==> config.mk <==
export PLATFORM = sky130hd
export DESIGN_NAME = trace_injector
export DESIGN_NICKNAME = d
export VERILOG_FILES = /design/src/rtl/tinj_pkg.sv /design/src/rtl/tinj_evt_capture.sv /design/src/rtl/tinj_sw_port.sv /design/src/rtl/tinj_out_stage.sv /design/src/rtl/trace_injector.sv
export SDC_FILE = /design/constraint.sdc
export NUM_CORES = 1
export LEC_CHECK = 0
export ABC_AREA = 0
export CORE_MARGIN = 10
export CORE_UTILIZATION = 55
export DETAILED_ROUTE_END_ITERATION = 6
export DONT_BUFFER_PORTS = 1
export PLACE_DENSITY_LB_ADDON = 0.15
export SLEW_MARGIN = 40
export SYNTH_ARGS = -nofsm -noshare
export SYNTH_HDL_FRONTEND = slang
export SYNTH_SLANG_ARGS = --single-unit
==> constraint.sdc <==
create_clock -name clk -period 9 [get_ports clk]
set_clock_uncertainty 0.2 [all_clocks]
set_input_delay 1.8 -clock clk [delete_from_list [all_inputs] [get_ports clk]]
set_output_delay 1.8 -clock clk [all_outputs]
set_load 0.05 [all_outputs]
==> src/rtl/tinj_pkg.sv <==
package tinj_pkg;
  typedef enum logic {
    SRC_SW = 1'b0,
    SRC_HW = 1'b1
  } src_e;
endpackage

==> src/rtl/tinj_evt_capture.sv <==
// Samples the event lines, detects rising edges, keeps a sticky pending bit
// per line and counts edges that hit a line that is still pending.
module tinj_evt_capture #(
  parameter int NUM_EVT = 32,
  parameter int OVF_W   = 8,
  parameter int IDX_W   = $clog2(NUM_EVT)
) (
  input  logic               clk,
  input  logic               rst,
  input  logic [NUM_EVT-1:0] evt_in,
  input  logic               take,
  output logic               pend_any,
  output logic [IDX_W-1:0]   pend_idx,
  output logic [OVF_W-1:0]   ovf_count
);
  localparam int SUM_W = OVF_W + IDX_W + 1;
  localparam logic [SUM_W-1:0] OVF_MAX = SUM_W'({OVF_W{1'b1}});

  logic [NUM_EVT-1:0] smp_q, hist_q, pend_q;
  logic               arm0_q, arm1_q;
  logic [NUM_EVT-1:0] rise, clr_mask, dup;
  logic [OVF_W-1:0]   ovf_q;
  logic [SUM_W-1:0]   dup_cnt, ovf_sum;

  // arm1_q marks the cycle from which both samples are real input values.
  // Lines that are high when reset is released therefore show no edge.
  assign rise = smp_q & ~hist_q & {NUM_EVT{arm1_q}};

  always_comb begin
    pend_idx = '0;
    pend_any = 1'b0;
    for (int i = NUM_EVT - 1; i >= 0; i--) begin
      if (pend_q[i]) begin
        pend_idx = IDX_W'(i);
        pend_any = 1'b1;
      end
    end
  end

  assign clr_mask = take ? (NUM_EVT'(1) << pend_idx) : '0;
  assign dup      = rise & pend_q & ~clr_mask;

  always_comb begin
    dup_cnt = '0;
    for (int i = 0; i < NUM_EVT; i++) begin
      dup_cnt = dup_cnt + SUM_W'(dup[i]);
    end
    ovf_sum = SUM_W'(ovf_q) + dup_cnt;
  end

  always_ff @(posedge clk) begin
    if (rst) begin
      smp_q  <= '0;
      hist_q <= '0;
      pend_q <= '0;
      arm0_q <= 1'b0;
      arm1_q <= 1'b0;
      ovf_q  <= '0;
    end else begin
      smp_q  <= evt_in;
      hist_q <= smp_q;
      arm0_q <= 1'b1;
      arm1_q <= arm0_q;
      pend_q <= (pend_q & ~clr_mask) | rise;
      ovf_q  <= (ovf_sum > OVF_MAX) ? OVF_MAX[OVF_W-1:0] : ovf_sum[OVF_W-1:0];
    end
  end

  assign ovf_count = ovf_q;
endmodule

==> src/rtl/tinj_sw_port.sv <==
// Decodes the write address into segment and channel and holds one
// software message until the output stage takes it.
module tinj_sw_port #(
  parameter int ADDR_W  = 26,
  parameter int DATA_W  = 32,
  parameter int CH_W    = 16,
  parameter int SEG_W   = 2,
  parameter int WIN_W   = 8,
  parameter int NUM_SEG = 3
) (
  input  logic              clk,
  input  logic              rst,
  input  logic              wr_valid,
  output logic              wr_ready,
  input  logic [ADDR_W-1:0] wr_addr,
  input  logic [DATA_W-1:0] wr_data,
  input  logic              take,
  output logic              buf_valid,
  output logic [SEG_W-1:0]  buf_seg,
  output logic [CH_W-1:0]   buf_ch,
  output logic [DATA_W-1:0] buf_data,
  output logic              seg_err
);
  localparam int SEG_LSB = WIN_W + CH_W;

  logic [SEG_W-1:0] dec_seg;
  logic [CH_W-1:0]  dec_ch;
  logic             acc, seg_bad;
  logic             full_q, err_q;
  logic [SEG_W-1:0] seg_q;
  logic [CH_W-1:0]  ch_q;
  logic [DATA_W-1:0] data_q;

  assign dec_seg = wr_addr[SEG_LSB +: SEG_W];
  assign dec_ch  = wr_addr[WIN_W +: CH_W];
  assign seg_bad = (32'(dec_seg) >= NUM_SEG);
  assign acc     = wr_valid && !full_q;

  always_ff @(posedge clk) begin
    if (rst) begin
      full_q <= 1'b0;
      err_q  <= 1'b0;
      seg_q  <= '0;
      ch_q   <= '0;
      data_q <= '0;
    end else begin
      err_q <= acc && seg_bad;
      if (acc && !seg_bad) begin
        full_q <= 1'b1;
        seg_q  <= dec_seg;
        ch_q   <= dec_ch;
        data_q <= wr_data;
      end else if (take) begin
        full_q <= 1'b0;
      end
    end
  end

  assign wr_ready  = !full_q;
  assign buf_valid = full_q;
  assign buf_seg   = seg_q;
  assign buf_ch    = ch_q;
  assign buf_data  = data_q;
  assign seg_err   = err_q;
endmodule

==> src/rtl/tinj_out_stage.sv <==
// Chooses the next message, loads the output register and stamps the time.
module tinj_out_stage #(
  parameter int DATA_W  = 32,
  parameter int CH_W    = 16,
  parameter int SEG_W   = 2,
  parameter int TS_W    = 32,
  parameter int IDX_W   = 5,
  parameter int CTI_EVT = 4
) (
  input  logic              clk,
  input  logic              rst,
  input  logic              pend_any,
  input  logic [IDX_W-1:0]  pend_idx,
  input  logic              buf_valid,
  input  logic [SEG_W-1:0]  buf_seg,
  input  logic [CH_W-1:0]   buf_ch,
  input  logic [DATA_W-1:0] buf_data,
  input  logic              ts_enable,
  input  logic              m_ready,
  output logic              take_hw,
  output logic              take_sw,
  output logic              m_valid,
  output logic              m_src,
  output logic              m_grp,
  output logic [SEG_W-1:0]  m_seg,
  output logic [CH_W-1:0]   m_id,
  output logic [DATA_W-1:0] m_payload,
  output logic              m_ts_valid,
  output logic [TS_W-1:0]   m_ts
);
  import tinj_pkg::*;

  logic             load_en;
  logic [TS_W-1:0]  ts_q;
  logic             vld_q, grp_q, tsv_q;
  src_e             src_q;
  logic [SEG_W-1:0] seg_q;
  logic [CH_W-1:0]  id_q;
  logic [DATA_W-1:0] pay_q;
  logic [TS_W-1:0]  tss_q;

  assign load_en = !vld_q || m_ready;
  assign take_hw = load_en && pend_any;
  assign take_sw = load_en && !pend_any && buf_valid;

  always_ff @(posedge clk) begin
    if (rst) begin
      ts_q  <= '0;
      vld_q <= 1'b0;
      src_q <= SRC_SW;
      grp_q <= 1'b0;
      seg_q <= '0;
      id_q  <= '0;
      pay_q <= '0;
      tsv_q <= 1'b0;
      tss_q <= '0;
    end else begin
      ts_q <= ts_q + 1'b1;
      if (load_en) begin
        vld_q <= pend_any || buf_valid;
        tsv_q <= ts_enable;
        tss_q <= ts_q;
        if (pend_any) begin
          src_q <= SRC_HW;
          grp_q <= (32'(pend_idx) < CTI_EVT);
          seg_q <= '0;
          id_q  <= CH_W'(pend_idx);
          pay_q <= '0;
        end else if (buf_valid) begin
          src_q <= SRC_SW;
          grp_q <= 1'b0;
          seg_q <= buf_seg;
          id_q  <= buf_ch;
          pay_q <= buf_data;
        end
      end
    end
  end

  assign m_valid    = vld_q;
  assign m_src      = src_q;
  assign m_grp      = grp_q;
  assign m_seg      = seg_q;
  assign m_id       = id_q;
  assign m_payload  = pay_q;
  assign m_ts_valid = tsv_q;
  assign m_ts       = tss_q;
endmodule

==> src/rtl/trace_injector.sv <==
module trace_injector #(
  parameter int ADDR_W  = 26,
  parameter int DATA_W  = 32,
  parameter int CH_W    = 16,
  parameter int SEG_W   = 2,
  parameter int WIN_W   = 8,
  parameter int NUM_SEG = 3,
  parameter int NUM_EVT = 32,
  parameter int CTI_EVT = 4,
  parameter int TS_W    = 32,
  parameter int OVF_W   = 8
) (
  input  logic               clk,
  input  logic               rst,
  input  logic               wr_valid,
  output logic               wr_ready,
  input  logic [ADDR_W-1:0]  wr_addr,
  input  logic [DATA_W-1:0]  wr_data,
  input  logic [NUM_EVT-1:0] evt_in,
  input  logic               ts_enable,
  output logic               m_valid,
  input  logic               m_ready,
  output logic               m_src,
  output logic               m_grp,
  output logic [SEG_W-1:0]   m_seg,
  output logic [CH_W-1:0]    m_id,
  output logic [DATA_W-1:0]  m_payload,
  output logic               m_ts_valid,
  output logic [TS_W-1:0]    m_ts,
  output logic               seg_err,
  output logic [OVF_W-1:0]   ovf_count
);
  localparam int IDX_W = $clog2(NUM_EVT);

  logic             take_hw, take_sw, pend_any, buf_valid;
  logic [IDX_W-1:0] pend_idx;
  logic [SEG_W-1:0] buf_seg;
  logic [CH_W-1:0]  buf_ch;
  logic [DATA_W-1:0] buf_data;

  tinj_evt_capture #(
    .NUM_EVT(NUM_EVT), .OVF_W(OVF_W), .IDX_W(IDX_W)
  ) u_evt (
    .clk(clk), .rst(rst), .evt_in(evt_in), .take(take_hw),
    .pend_any(pend_any), .pend_idx(pend_idx), .ovf_count(ovf_count)
  );

  tinj_sw_port #(
    .ADDR_W(ADDR_W), .DATA_W(DATA_W), .CH_W(CH_W), .SEG_W(SEG_W),
    .WIN_W(WIN_W), .NUM_SEG(NUM_SEG)
  ) u_sw (
    .clk(clk), .rst(rst), .wr_valid(wr_valid), .wr_ready(wr_ready),
    .wr_addr(wr_addr), .wr_data(wr_data), .take(take_sw),
    .buf_valid(buf_valid), .buf_seg(buf_seg), .buf_ch(buf_ch),
    .buf_data(buf_data), .seg_err(seg_err)
  );

  tinj_out_stage #(
    .DATA_W(DATA_W), .CH_W(CH_W), .SEG_W(SEG_W), .TS_W(TS_W),
    .IDX_W(IDX_W), .CTI_EVT(CTI_EVT)
  ) u_out (
    .clk(clk), .rst(rst), .pend_any(pend_any), .pend_idx(pend_idx),
    .buf_valid(buf_valid), .buf_seg(buf_seg), .buf_ch(buf_ch),
    .buf_data(buf_data), .ts_enable(ts_enable), .m_ready(m_ready),
    .take_hw(take_hw), .take_sw(take_sw), .m_valid(m_valid),
    .m_src(m_src), .m_grp(m_grp), .m_seg(m_seg), .m_id(m_id),
    .m_payload(m_payload), .m_ts_valid(m_ts_valid), .m_ts(m_ts)
  );
endmodule

==> impl_metrics.csv <==
group,metric,value,unit
placement,gp_congestion,0.902,
critical_path,rrSetupSlack,840,ps
critical_path,cp-start-kind,"register",
cells_and_area,fillers,1812,
die,ios,191,
power_and_ir_drop,leakage,4.89,nW
worst_hold_path,hold_end,"u_evt.arm1_q",
timing,post-route-period-util,0.907,
clocking,hold_buffers,0,
status,status,"finished clean",
placement,port_buffers,0,
logic_synthesis,syn_area_per_cell,8.76,um2
worst_hold_path,hold_start,"u_evt.arm0_q",
timing,rsz0062_at_grt,"false",
cells_and_area,drive_gt1_frac,0.0618,
logic_synthesis,synth.cell_area,11400,um2
critical_path,required,9200,ps
logic_synthesis,yosys_warnings,0,
critical_path,critical_path_arrival,8360,ps
cells_and_area,area_delta_synth_final,10.5,%
cells_and_area,finalNetCount,1419,
die,die_area,27000,um2
placement,place_ws,592,ps
logic_synthesis,syn_inst,1305,
cells_and_area,final_util,0.621,
drt,ant_nets,0,
global_routing,gr-usage-all-layers,0.195,
timing,max_slew_margin,0.481,
logic_synthesis,synthFlopType,"dfxtp_1",
die,die_w,164,um
timing,worstMarginPinSlew,777,ps
clocking,cts_buffers,28,
drt,drt-pass1-iter-count,5,
logic_synthesis,synth_edf_count,0,
timing,final_hold_viol_count,0,
clocking,clk_latency,550,ps
timing,layout_min_cycle_time,8160,ps
global_routing,grt-ovfl-total,0,
critical_path,r2r-start,"u_evt.pend_q[19]",
logic_synthesis,ys_types,56,
power_and_ir_drop,power_density,222,nW/um2
global_routing,antenna_found_initial,2,
global_routing,grt_max_degree,258,
global_routing,grt_pass1_wl,43.5,mm
die,die_h,164,um
die,core,20400,um2
power_and_ir_drop,ir_drop,0.153,mV
clocking,cts_root_buf,"clkbuf_16",
die,rows,52,
worst_hold_path,min_path_type,"reg -> reg",
die,start_util,0.562,
timing,maxSlewViolCount,0,
clocking,path_clk_slew,70,ps
clocking,cts-htree-levels,1,
global_routing,grt_pass1_vias,8282,
drt,drc,0,
timing,setup_violations,0,
clocking,cts_setup_buffers,0,
critical_path,reg2reg_to,"u_evt.ovf_count[5]",
logic_synthesis,yosysSeqAreaShare,0.483,
timing,fmax,123,MHz
timing,setup_tns,0,ps
flow_run,drv_cap,0,
clocking,cts_resized,0,
critical_path,r2r_cells,23,
drt,routedWlPerCell,17.5,um
logic_synthesis,synth-seq-cells,276,
logic_synthesis,synthesis.nets,1450,
critical_path,criticalPathCategory,"reg -> reg",
logic_synthesis,async_flop_share,0,
clocking,ctsLongestPathBuffers,3,
placement,dp_hpwl,18.9,mm
worst_hold_path,min_path_cells,1,
critical_path,end_kind,"register",
timing,layout_setup_ws,837,ps
clocking,clock_sinks,276,
drt,num_vias,8766,
critical_path,cp_max_fo,14,
drt,wirelength,27.4,mm
clocking,cts_tree,"built",
drt,vias_per_cell,5.59,
drt,drt_iter0_drc,627,
-- Yosys cell counts (6+ instances only) --
library cell / number / share of area
a21oi_1: 132 / 0.058
a22oi_1: 47 / 0.031
a31oi_1: 11 / 0.0060
and3b_1: 24 / 0.018
buf_1: 8 / 0.0026
buf_2: 11 / 0.0048
clkbuf_1: 53 / 0.017
dfxtp_1: 276 / 0.48
fa_1: 25 / 0.044
ha_1: 25 / 0.027
inv_1: 54 / 0.018
nand2_1: 197 / 0.065
nand3_1: 18 / 0.0079
nand4_1: 11 / 0.0060
nor2_1: 146 / 0.048
nor2b_1: 69 / 0.038
nor3_1: 21 / 0.0092
nor4_1: 10 / 0.0055
o211ai_1: 24 / 0.016
o21ai_0: 34 / 0.015
o31a_1: 9 / 0.0069
or3_1: 6 / 0.0033
xnor2_1: 18 / 0.014
xor2_1: 9 / 0.0069
-- report_power, final --
group / internal (W) / switching (W)
clock: 0.000745 / 0.000479
combinational: 0.0000804 / 0.000166
sequential: 0.00127 / 0.0000676
total: 0.00209 / 0.000712
-- kinds of logic after synthesis --
group / Yosys count / share of synthesized area
AOI/OAI and AO/OA: 289 / 0.156
xor gates and xnor gates: 27 / 0.0207
buffers and inverters: 128 / 0.0442
adders and majority gates: 50 / 0.0711
DFF: 276 / 0.483
and+or+nand+nor: 535 / 0.225
-- area by class of cell --
cell class / instances / area (um2) / share of cell area
Antenna cell: 2 / 5.00 / 0.000396
Clock buffer: 36 / 801 / 0.0633
Clock inverter: 15 / 200 / 0.0158
Inverter: 54 / 203 / 0.0160
Multi-Input combinational cell: 901 / 5450 / 0.431
Sequential cell: 276 / 5530 / 0.437
Tap cell: 270 / 338 / 0.0267
Timing Repair Buffer: 13 / 125 / 0.00990
-- registers in the layout, summed over array words and instances, names as in the netlist, 2 cells and up --
signal	cells
u_out.ts_q	32
u_out.m_seg	2
u_out.m_ts	32
u_evt.smp_q	32
u_sw.buf_data	32
u_out.m_id	16
u_evt.ovf_count	8
u_evt.hist_q	32
u_out.m_payload	32
u_evt.pend_q	32
u_sw.buf_seg	2
u_sw.buf_ch	16
-- cell usage in the layout (no fill, tap or decap), types with 5 or more instances in the layout --
cell type,synthesis,final
nand3b_1,5,5
nand2_1,197,197
nor2_1,146,146
a31oi_1,11,11
nand3_1,18,17
o31a_1,9,9
inv_1,54,54
dfxtp_1,276,276
o21ai_0,34,34
nor4_2,4,5
or3_1,6,6
a22oi_1,47,47
nor2b_1,69,68
xor2_1,9,9
ha_1,25,25
and3b_1,24,24
a211oi_1,5,5
clkbuf_8,0,7
clkbuf_16,0,28
o211ai_1,24,24
fa_1,25,25
nor4_1,10,9
clkinv_2,0,6
xnor2_1,18,18
a21oi_1,132,131
nor3_1,21,21
nand4_1,11,11
and3_1,5,5
buf_4,1,11
-- per-layer routing --
metal  GRT usage  part of all wire  vias to the layer above
met5           0                 0                        -
met4      0.0540             0.022                        0
met3      0.0816              0.11                       43
met2       0.280              0.43                      280
met1       0.262              0.44                     4069
li1            -                 -                     4374
-- critical path: stages, from the launching register on --
cell and delay, ps:
dfxtp_1 440, inv_1 110, a2111oi_0 500, o211ai_1 200
a311oi_2 410, a21o_1 570, o211ai_1 230, fa_1 560
fa_1 560, inv_1 50, fa_1 500, inv_1 50
fa_1 470, fa_1 550, inv_1 60, fa_1 470
ha_1 240, fa_1 410, a21o_1 170, a21oi_1 240
o21ai_0 230, a21o_1 220, a21oi_1 430, a31oi_1 140
-- stage by stage --
step	area, um2	instances	total power, W	hold slack, ps
after floorplan	11400	1305	0.00154	214
after CTS	12600	1565	0.00283	244
after detailed placement	11600	1514	0.00160	229
final	12600	1567	0.00280	240
after global placement	11600	1512	0.00160	218
after global routing	12600	1567	0.00291	248
-- how the worst max path moves through the flow --
stage | startpoint | end | slack, ps | cells past startpoint
final | u_evt.pend_q[19] | u_evt.ovf_count[5] | 840 | 23
after global routing | u_evt.pend_q[19] | u_evt.ovf_count[4] | 300 | 23
after CTS | u_evt.pend_q[19] | u_evt.ovf_count[2] | 890 | 23
after detailed placement | m_ready | u_evt.ovf_count[5] | 590 | 21
after global placement | m_ready | u_evt.ovf_count[5] | 650 | 21
after floorplan | m_ready | u_evt.ovf_count[5] | 960 | 21
Note: power is estimated with default switching activity, not from simulation.
